==> src/rtl/dct4_fwd_pkg.sv <==
package dct4_fwd_pkg;
  localparam int LANES  = 4;
  localparam int LANE_W = $clog2(LANES);
  localparam int BEAT_W = 2 * LANE_W;

  localparam int COS_HI  = 15137;
  localparam int COS_MID = 11585;
  localparam int COS_LO  = 6270;

  typedef struct packed {
    logic              loadEn;
    logic              colPass;
    logic              rowPass;
    logic [LANE_W-1:0] lane;
    logic [BEAT_W-1:0] beat;
  } dct_strobe_t;
endpackage

==> src/rtl/dct4_fwd_butterfly.sv <==
module dct4_fwd_butterfly
  import dct4_fwd_pkg::*;
#(
  parameter int W  = 16,
  parameter int PW = 32,
  parameter int FB = 14
) (
  input  logic [LANES*W-1:0] aVec,
  output logic [LANES*W-1:0] yVec
);
  localparam logic signed [PW-1:0] K_HI  = PW'(COS_HI);
  localparam logic signed [PW-1:0] K_MID = PW'(COS_MID);
  localparam logic signed [PW-1:0] K_LO  = PW'(COS_LO);
  localparam logic [PW:0] HALF = {{(PW-FB+1){1'b0}}, 1'b1, {(FB-1){1'b0}}};

  logic signed [W-1:0]  a0, a1, a2, a3, s0, s1, s2, s3;
  logic signed [PW-1:0] e0, e1, e2, e3, p0, p1, p2, p3;

  function automatic logic [W-1:0] rndNarrow(input logic signed [PW-1:0] p);
    logic signed [PW:0] t;
    t = $signed({p[PW-1], p}) + $signed(HALF);
    t = t >>> FB;
    return t[W-1:0];
  endfunction

  always_comb begin
    a0 = aVec[0*W +: W];
    a1 = aVec[1*W +: W];
    a2 = aVec[2*W +: W];
    a3 = aVec[3*W +: W];
    s0 = a0 + a3;
    s1 = a1 + a2;
    s2 = a1 - a2;
    s3 = a0 - a3;
    e0 = PW'(s0);
    e1 = PW'(s1);
    e2 = PW'(s2);
    e3 = PW'(s3);
    p0 = (e0 + e1) * K_MID;
    p2 = (e0 - e1) * K_MID;
    p1 = e3 * K_HI + e2 * K_LO;
    p3 = e3 * K_LO - e2 * K_HI;
    yVec = {rndNarrow(p3), rndNarrow(p2), rndNarrow(p1), rndNarrow(p0)};
  end
endmodule

==> src/rtl/dct4_fwd_datapath.sv <==
module dct4_fwd_datapath
  import dct4_fwd_pkg::*;
#(
  parameter int W    = 16,
  parameter int PW   = 32,
  parameter int FB   = 14,
  parameter int PRE  = 4,
  parameter int POST = 2
) (
  input  logic               clk,
  input  logic               rstN,
  input  dct_strobe_t        stb,
  input  logic [LANES*W-1:0] inRow,
  output logic [W-1:0]       coef
);
  logic signed [W-1:0] bufX [LANES][LANES];
  logic signed [W-1:0] bufY [LANES][LANES];
  logic [LANES*W-1:0] opVec, resVec, scaledRow;

  function automatic logic signed [W-1:0] postScale(input logic signed [W-1:0] v);
    logic signed [W-1:0] t;
    t = v + W'(1);
    return t >>> POST;
  endfunction

  // column pass reads a column, row pass reads a row
  always_comb begin
    for (int k = 0; k < LANES; k++) begin
      opVec[k*W +: W] = stb.colPass ? bufX[k][stb.lane] : bufX[stb.lane][k];
    end
  end

  dct4_fwd_butterfly #(.W(W), .PW(PW), .FB(FB)) u_bfly (
    .aVec(opVec),
    .yVec(resVec)
  );

  for (genvar c = 0; c < LANES; c++) begin : g_pre
    logic signed [W-1:0] raw, shifted;
    assign raw     = inRow[c*W +: W];
    assign shifted = raw <<< PRE;
    if (c == 0) begin : g_dc
      assign scaledRow[c*W +: W] = (stb.lane == '0 && raw != '0) ? shifted + W'(1) : shifted;
    end else begin : g_ac
      assign scaledRow[c*W +: W] = shifted;
    end
  end

  always_ff @(posedge clk or negedge rstN) begin
    if (!rstN) begin
      for (int r = 0; r < LANES; r++) begin
        for (int c = 0; c < LANES; c++) begin
          bufX[r][c] <= '0;
          bufY[r][c] <= '0;
        end
      end
    end else if (stb.loadEn) begin
      for (int c = 0; c < LANES; c++) bufX[stb.lane][c] <= scaledRow[c*W +: W];
    end else if (stb.colPass) begin
      for (int k = 0; k < LANES; k++) bufX[k][stb.lane] <= resVec[k*W +: W];
    end else if (stb.rowPass) begin
      for (int m = 0; m < LANES; m++) bufY[m][stb.lane] <= postScale(resVec[m*W +: W]);
    end
  end

  assign coef = bufY[stb.beat[BEAT_W-1:LANE_W]][stb.beat[LANE_W-1:0]];

  AST_DC_BIAS: assert property (@(posedge clk) disable iff (!rstN)
    (stb.loadEn && stb.lane == '0) |=> (bufX[0][0][PRE-1:0] == PRE'($past(inRow[W-1:0] != '0))));
  AST_AC_SCALE: assert property (@(posedge clk) disable iff (!rstN)
    (stb.loadEn && stb.lane == '0) |=> (bufX[0][1][PRE-1:0] == '0));
endmodule

==> src/rtl/dct4_fwd_ctrl.sv <==
module dct4_fwd_ctrl
  import dct4_fwd_pkg::*;
(
  input  logic        clk,
  input  logic        rstN,
  input  logic        inValid,
  output logic        inReady,
  output logic        outValid,
  input  logic        outReady,
  output dct_strobe_t stb
);
  typedef enum logic [1:0] {PH_LOAD, PH_COLS, PH_ROWS, PH_EMIT} phase_t;
  localparam logic [BEAT_W-1:0] LAST_LANE = BEAT_W'(LANES - 1);
  localparam logic [BEAT_W-1:0] LAST_BEAT = BEAT_W'(LANES * LANES - 1);

  phase_t phase;
  logic [BEAT_W-1:0] cnt;
  logic take, give;

  always_comb begin
    inReady     = (phase == PH_LOAD);
    outValid    = (phase == PH_EMIT);
    take        = inValid && inReady;
    give        = outValid && outReady;
    stb.loadEn  = take;
    stb.colPass = (phase == PH_COLS);
    stb.rowPass = (phase == PH_ROWS);
    stb.lane    = cnt[LANE_W-1:0];
    stb.beat    = cnt;
  end

  always_ff @(posedge clk or negedge rstN) begin
    if (!rstN) begin
      phase <= PH_LOAD;
      cnt   <= '0;
    end else begin
      unique case (phase)
        PH_LOAD: if (take) begin
          if (cnt == LAST_LANE) begin phase <= PH_COLS; cnt <= '0; end
          else cnt <= cnt + BEAT_W'(1);
        end
        PH_COLS: begin
          if (cnt == LAST_LANE) begin phase <= PH_ROWS; cnt <= '0; end
          else cnt <= cnt + BEAT_W'(1);
        end
        PH_ROWS: begin
          if (cnt == LAST_LANE) begin phase <= PH_EMIT; cnt <= '0; end
          else cnt <= cnt + BEAT_W'(1);
        end
        PH_EMIT: if (give) begin
          if (cnt == LAST_BEAT) begin phase <= PH_LOAD; cnt <= '0; end
          else cnt <= cnt + BEAT_W'(1);
        end
        default: phase <= PH_LOAD;
      endcase
    end
  end

  AST_ONE_PHASE: assert property (@(posedge clk) disable iff (!rstN)
    $onehot0({stb.loadEn, stb.colPass, stb.rowPass, outValid}));
  AST_BUSY_NO_INPUT: assert property (@(posedge clk) disable iff (!rstN)
    outValid |-> !inReady);
  AST_BEAT_HOLD: assert property (@(posedge clk) disable iff (!rstN)
    (outValid && !outReady) |=> (outValid && $stable(stb.beat)));
  AST_LAST_BEAT: assert property (@(posedge clk) disable iff (!rstN)
    $fell(outValid) |-> ($past(stb.beat) == LAST_BEAT && $past(outReady)));
  AST_EMIT_AFTER_ROWS: assert property (@(posedge clk) disable iff (!rstN)
    $rose(outValid) |-> ($past(stb.rowPass) && $past(stb.lane) == LAST_LANE[LANE_W-1:0]));
endmodule

==> src/rtl/dct4_fwd.sv <==
module dct4_fwd
  import dct4_fwd_pkg::*;
#(
  parameter int SAMPLE_W  = 16,
  parameter int PROD_W    = 32,
  parameter int FRAC_BITS = 14,
  parameter int PRE_SHIFT = 4,
  parameter int POST_SHIFT = 2
) (
  input  logic                      clk,
  input  logic                      rstN,
  input  logic                      inValid,
  output logic                      inReady,
  input  logic [LANES*SAMPLE_W-1:0] inRow,
  output logic                      outValid,
  input  logic                      outReady,
  output logic [SAMPLE_W-1:0]       outCoef
);
  dct_strobe_t stb;

  dct4_fwd_ctrl u_ctrl (
    .clk(clk), .rstN(rstN), .inValid(inValid), .inReady(inReady),
    .outValid(outValid), .outReady(outReady), .stb(stb)
  );

  dct4_fwd_datapath #(
    .W(SAMPLE_W), .PW(PROD_W), .FB(FRAC_BITS), .PRE(PRE_SHIFT), .POST(POST_SHIFT)
  ) u_dp (
    .clk(clk), .rstN(rstN), .stb(stb), .inRow(inRow), .coef(outCoef)
  );

  AST_COEF_HOLD: assert property (@(posedge clk) disable iff (!rstN)
    (outValid && !outReady) |=> $stable(outCoef));
endmodule

==> config.mk <==
export PLATFORM = sky130hd
export DESIGN_NAME = dct4_fwd
export DESIGN_NICKNAME = d
export VERILOG_FILES = /design/src/rtl/dct4_fwd_pkg.sv /design/src/rtl/dct4_fwd_butterfly.sv /design/src/rtl/dct4_fwd_datapath.sv /design/src/rtl/dct4_fwd_ctrl.sv /design/src/rtl/dct4_fwd.sv
export SDC_FILE = /design/constraint.sdc
export NUM_CORES = 2
export LEC_CHECK = 0
export CORE_ASPECT_RATIO = 1.4
export CORE_MARGIN = 4
export CORE_UTILIZATION = 44
export DETAILED_ROUTE_END_ITERATION = 8
export SKIP_LAST_GASP = 1
export SLEW_MARGIN = 20
export SYNTH_ARGS = -nofsm -noshare
export SYNTH_HDL_FRONTEND = slang
export SYNTH_SLANG_ARGS = --single-unit
==> constraint.sdc <==
create_clock -name clk -period 13.69 [get_ports clk]
set_input_delay 3.4225 -clock clk [delete_from_list [all_inputs] [get_ports clk]]
set_output_delay 3.4225 -clock clk [all_outputs]
set_load 0.01 [all_outputs]
==> metrics.md <==
| Metric | Value |
|---|---|
| Status | complete, no violations |
| Final HPWL DP | 142800 µm |
| Hold path start | u_dp.bufY[86] |
| Chip width | 306.0 µm |
| CTS tree | done |
| Die Ht | 425.1 µm |
| Synth top area cells | dfrtp_1 22%, fa_1 18%, ha_1 17% |
| Post-synth EDFFs | 0 |
| Tcrit/Tclk final | 97.01% |
| Synth Net Count | 7054 |
| Least-Margin Pin Slew | 1263 ps |
| First-pass GRT wire length | 270500 µm |
| Share of cells above drive strength 1 | 13.35% |
| Worst skew pair latency | 610 ps |
| Htree depth | 2 |
| Max_cap viols | 0 |
| Netlist cell types | 94 |
| Tot GR Track Use | 27.16% |
| Largest area contributor in the netlist | dfrtp_1 |
| Initial antenna violation count | 10 |
| Layout area overhead | 13.55% |
| Worst Skew | 39.37 ps |
| Max_slew headroom | 15.71% |
| Crit path max-delay cell type | fa_1 |
| Num CTS Buffers | 43 |
| Core area | 123000 µm² |
| Total routed wirelength | 177500 µm |
| Highest clock rate | 0.07530 GHz |
| Type of origin of the critical path | flip-flop |
| Register bit total from synthesis | 486 |
| Vias | 43.14k |
| Commonest non-fill, non-tap cell in the layout | inv_1 |
| Unrepaired setup endpoints after global routing | true |
| # DRC | 0 |
| Synth Cell Area | 54690 µm² |
| Clk pin slew, worst setup/hold paths | 70 ps |
| CP dominant cell by count | fa_1 |
| I/O pins | 86 |
| Via density | 5.570 |
| Largest net degree at the start of global routing | 103 |
| Synthesis Warnings | 0 |
| Initial Util | 44.44% |
| Reg-to-reg startpoint | u_ctrl.cnt[0] |
| Syn avg cell area | 9.521 µm² |
| Final Hold Fails | 0 |
| Placement Cell Area | 60110 µm² |
| Core Rows | 152 |
| Crit end category | flip-flop |
| Arrival @ worst endpoint | 13750 ps |
| Fin util | 50.47% |
| Iter 0 DRT Violations | 3265 |
| Post-route cell area | 62100 µm² |
| Post-layout min period | 13280 ps |
| Share of the synthesized area in the top cell type | 22.24% |
| Sequential area share after synthesis | 22.24% |
| CP max stage delay | 560 ps |
| Clk buf depth | 3 |
| Post-route ant nets | 0 |
| Ys flop type | dfrtp_1 |
| Slew Viols, Final | 0 |
| Placer congestion estimate | 0.9529 |
| Final global-route overflow total | 0 |
| WL per Instance | 22.92 µm |
| Fillers | 11.41k |
| Die area | 130100 µm² |
| Synthesized instance count | 5744 |
| Asr flop ratio synth | 100.0% |
| CP Launch Point | u_ctrl.cnt[0] |
| Number of port buffers | 73 |
| DRT Pass-1 Iters | 5 |
| Max Fanout on Critical Path | 24 |
| Crit path kind | flip-flop to flip-flop |
| Final setup vio count | 0 |
| Most frequent cells in the layout | 1117 x inv_1, 742 x ha_1, 494 x fa_1 |
| CTS Root Cell | clkbuf_16 |
| WP data required | 14160 ps |
| Vias in the first global route | 44.53k |
| CTS Sinks | 486 |
| Layout Nets | 7402 |
| Min-delay worst type | flip-flop to flip-flop |
## layout make-up
| type | instances | area (µm²) | share of cell area, % |
|---|---|---|---|
| Multi-Input combinational cell | 3918 | 38030 | 61.24 |
| Sequential cell | 486 | 12170 | 19.60 |
| Timing Repair Buffer | 521 | 4235 | 6.820 |
| Inverter | 1122 | 4217 | 6.790 |
| Tap cell | 1617 | 2023 | 3.258 |
| Clock buffer | 59 | 1186 | 1.910 |
| Clock inverter | 20 | 226.5 | 0.3647 |
| Antenna cell | 2 | 5.005 | 0.008059 |
## cells in the mapped netlist (11+ instances only)
cell and instances:
o21a_1 27, o31a_1 11, xnor2_1 210, dfrtp_1 486, o21bai_1 31, a21o_1 60, or3_1 12, and2_1 15
a211oi_1 25, nand4_1 12, nor2b_1 29, inv_1 1122, a21oi_1 226, o31ai_1 15, a22oi_1 143, nand3_1 72
nor2_1 259, o21ai_0 490, ha_1 746, nand2b_1 18, mux4_2 134, xor2_1 77, buf_1 22, fa_1 496
clkbuf_1 193, nand2_1 435, o22ai_1 18, nor3_1 43, and3_1 26, mux2_2 29, o211ai_1 21, nor4_1 14
mux2i_1 72
## registers in the layout, summed over array words and instances (netlist names)
signal	count
u_dp.bufX	256
u_ctrl.cnt	4
u_dp.bufY	224
u_ctrl.phase	2
## per-stage QoR
stage                     hold slack (ps)  setup slack (ps)  TNS, ps  std cells
after floorplan                     443.2             9.895        0       5744
final                               476.2             409.5        0       7745
after CTS                           480.2            -8.264   -8.264       7738
after global placement              456.2            -297.5    -1185       7654
after detailed placement            463.9            -441.5    -2599       7654
after global routing                493.5            -43.16   -141.8       7743
## per-layer routing
| metal | track usage [%] | up-vias | part of all wire, % |
|---|---|---|---|
| li1 | - | 19718 | - |
| met1 | 31.77 | 21373 | 37 |
| met2 | 47.75 | 1561 | 49 |
| met3 | 4.165 | 479 | 6.5 |
| met4 | 14.80 | 8 | 6.9 |
| met5 | 0 | - | 0.032 |
## kinds of logic (layout without fill, tap and decap cells)
group / count (synthesis) / after routing / synth area share [%]
buf+inv: 1340 / 1722 / 9.213
fa+ha+maj: 1242 / 1242 / 35.22
compound gates: 1167 / 1167 / 13.01
simple gates: 980 / 980 / 8.086
flops: 486 / 486 / 22.24
xor+xnor: 290 / 290 / 4.709
mux: 239 / 239 / 7.516
other cells: 0 / 2 / 0
## path summary, 6_finish.rpt
kind	to	slack, ps	depth (start not counted)
max in group asynchronous	u_dp.bufX[137]	8380	3
min	u_dp.bufY[86]	480	2
max	u_dp.bufY[174]	410	50
min reg2reg	u_dp.bufY[86]	480	2
min in group asynchronous	u_dp.bufY[51]	2830	1
max reg2reg	u_dp.bufY[174]	410	50
## critical path: cells and delay by family (launching register included)
kind,cells,cell delay [ps]
mux,2,790
simple gates,6,900
xor+xnor,4,750
compound gates,15,3240
buf+inv,12,1940
fa+ha+maj,11,5010
flops,1,470
## timing repair
item	4_1_cts	5_1_grt
hold buffers	0	0
gates resized for setup	16	79
endpoints found under the setup margin	24	71
buffers inserted	4	5
gates cloned	1	0
pin swaps	2	32
Power is left out: the tool's default activity adds up to more than one toggle a clock period on the data nets, which glitch-free logic cannot reach.
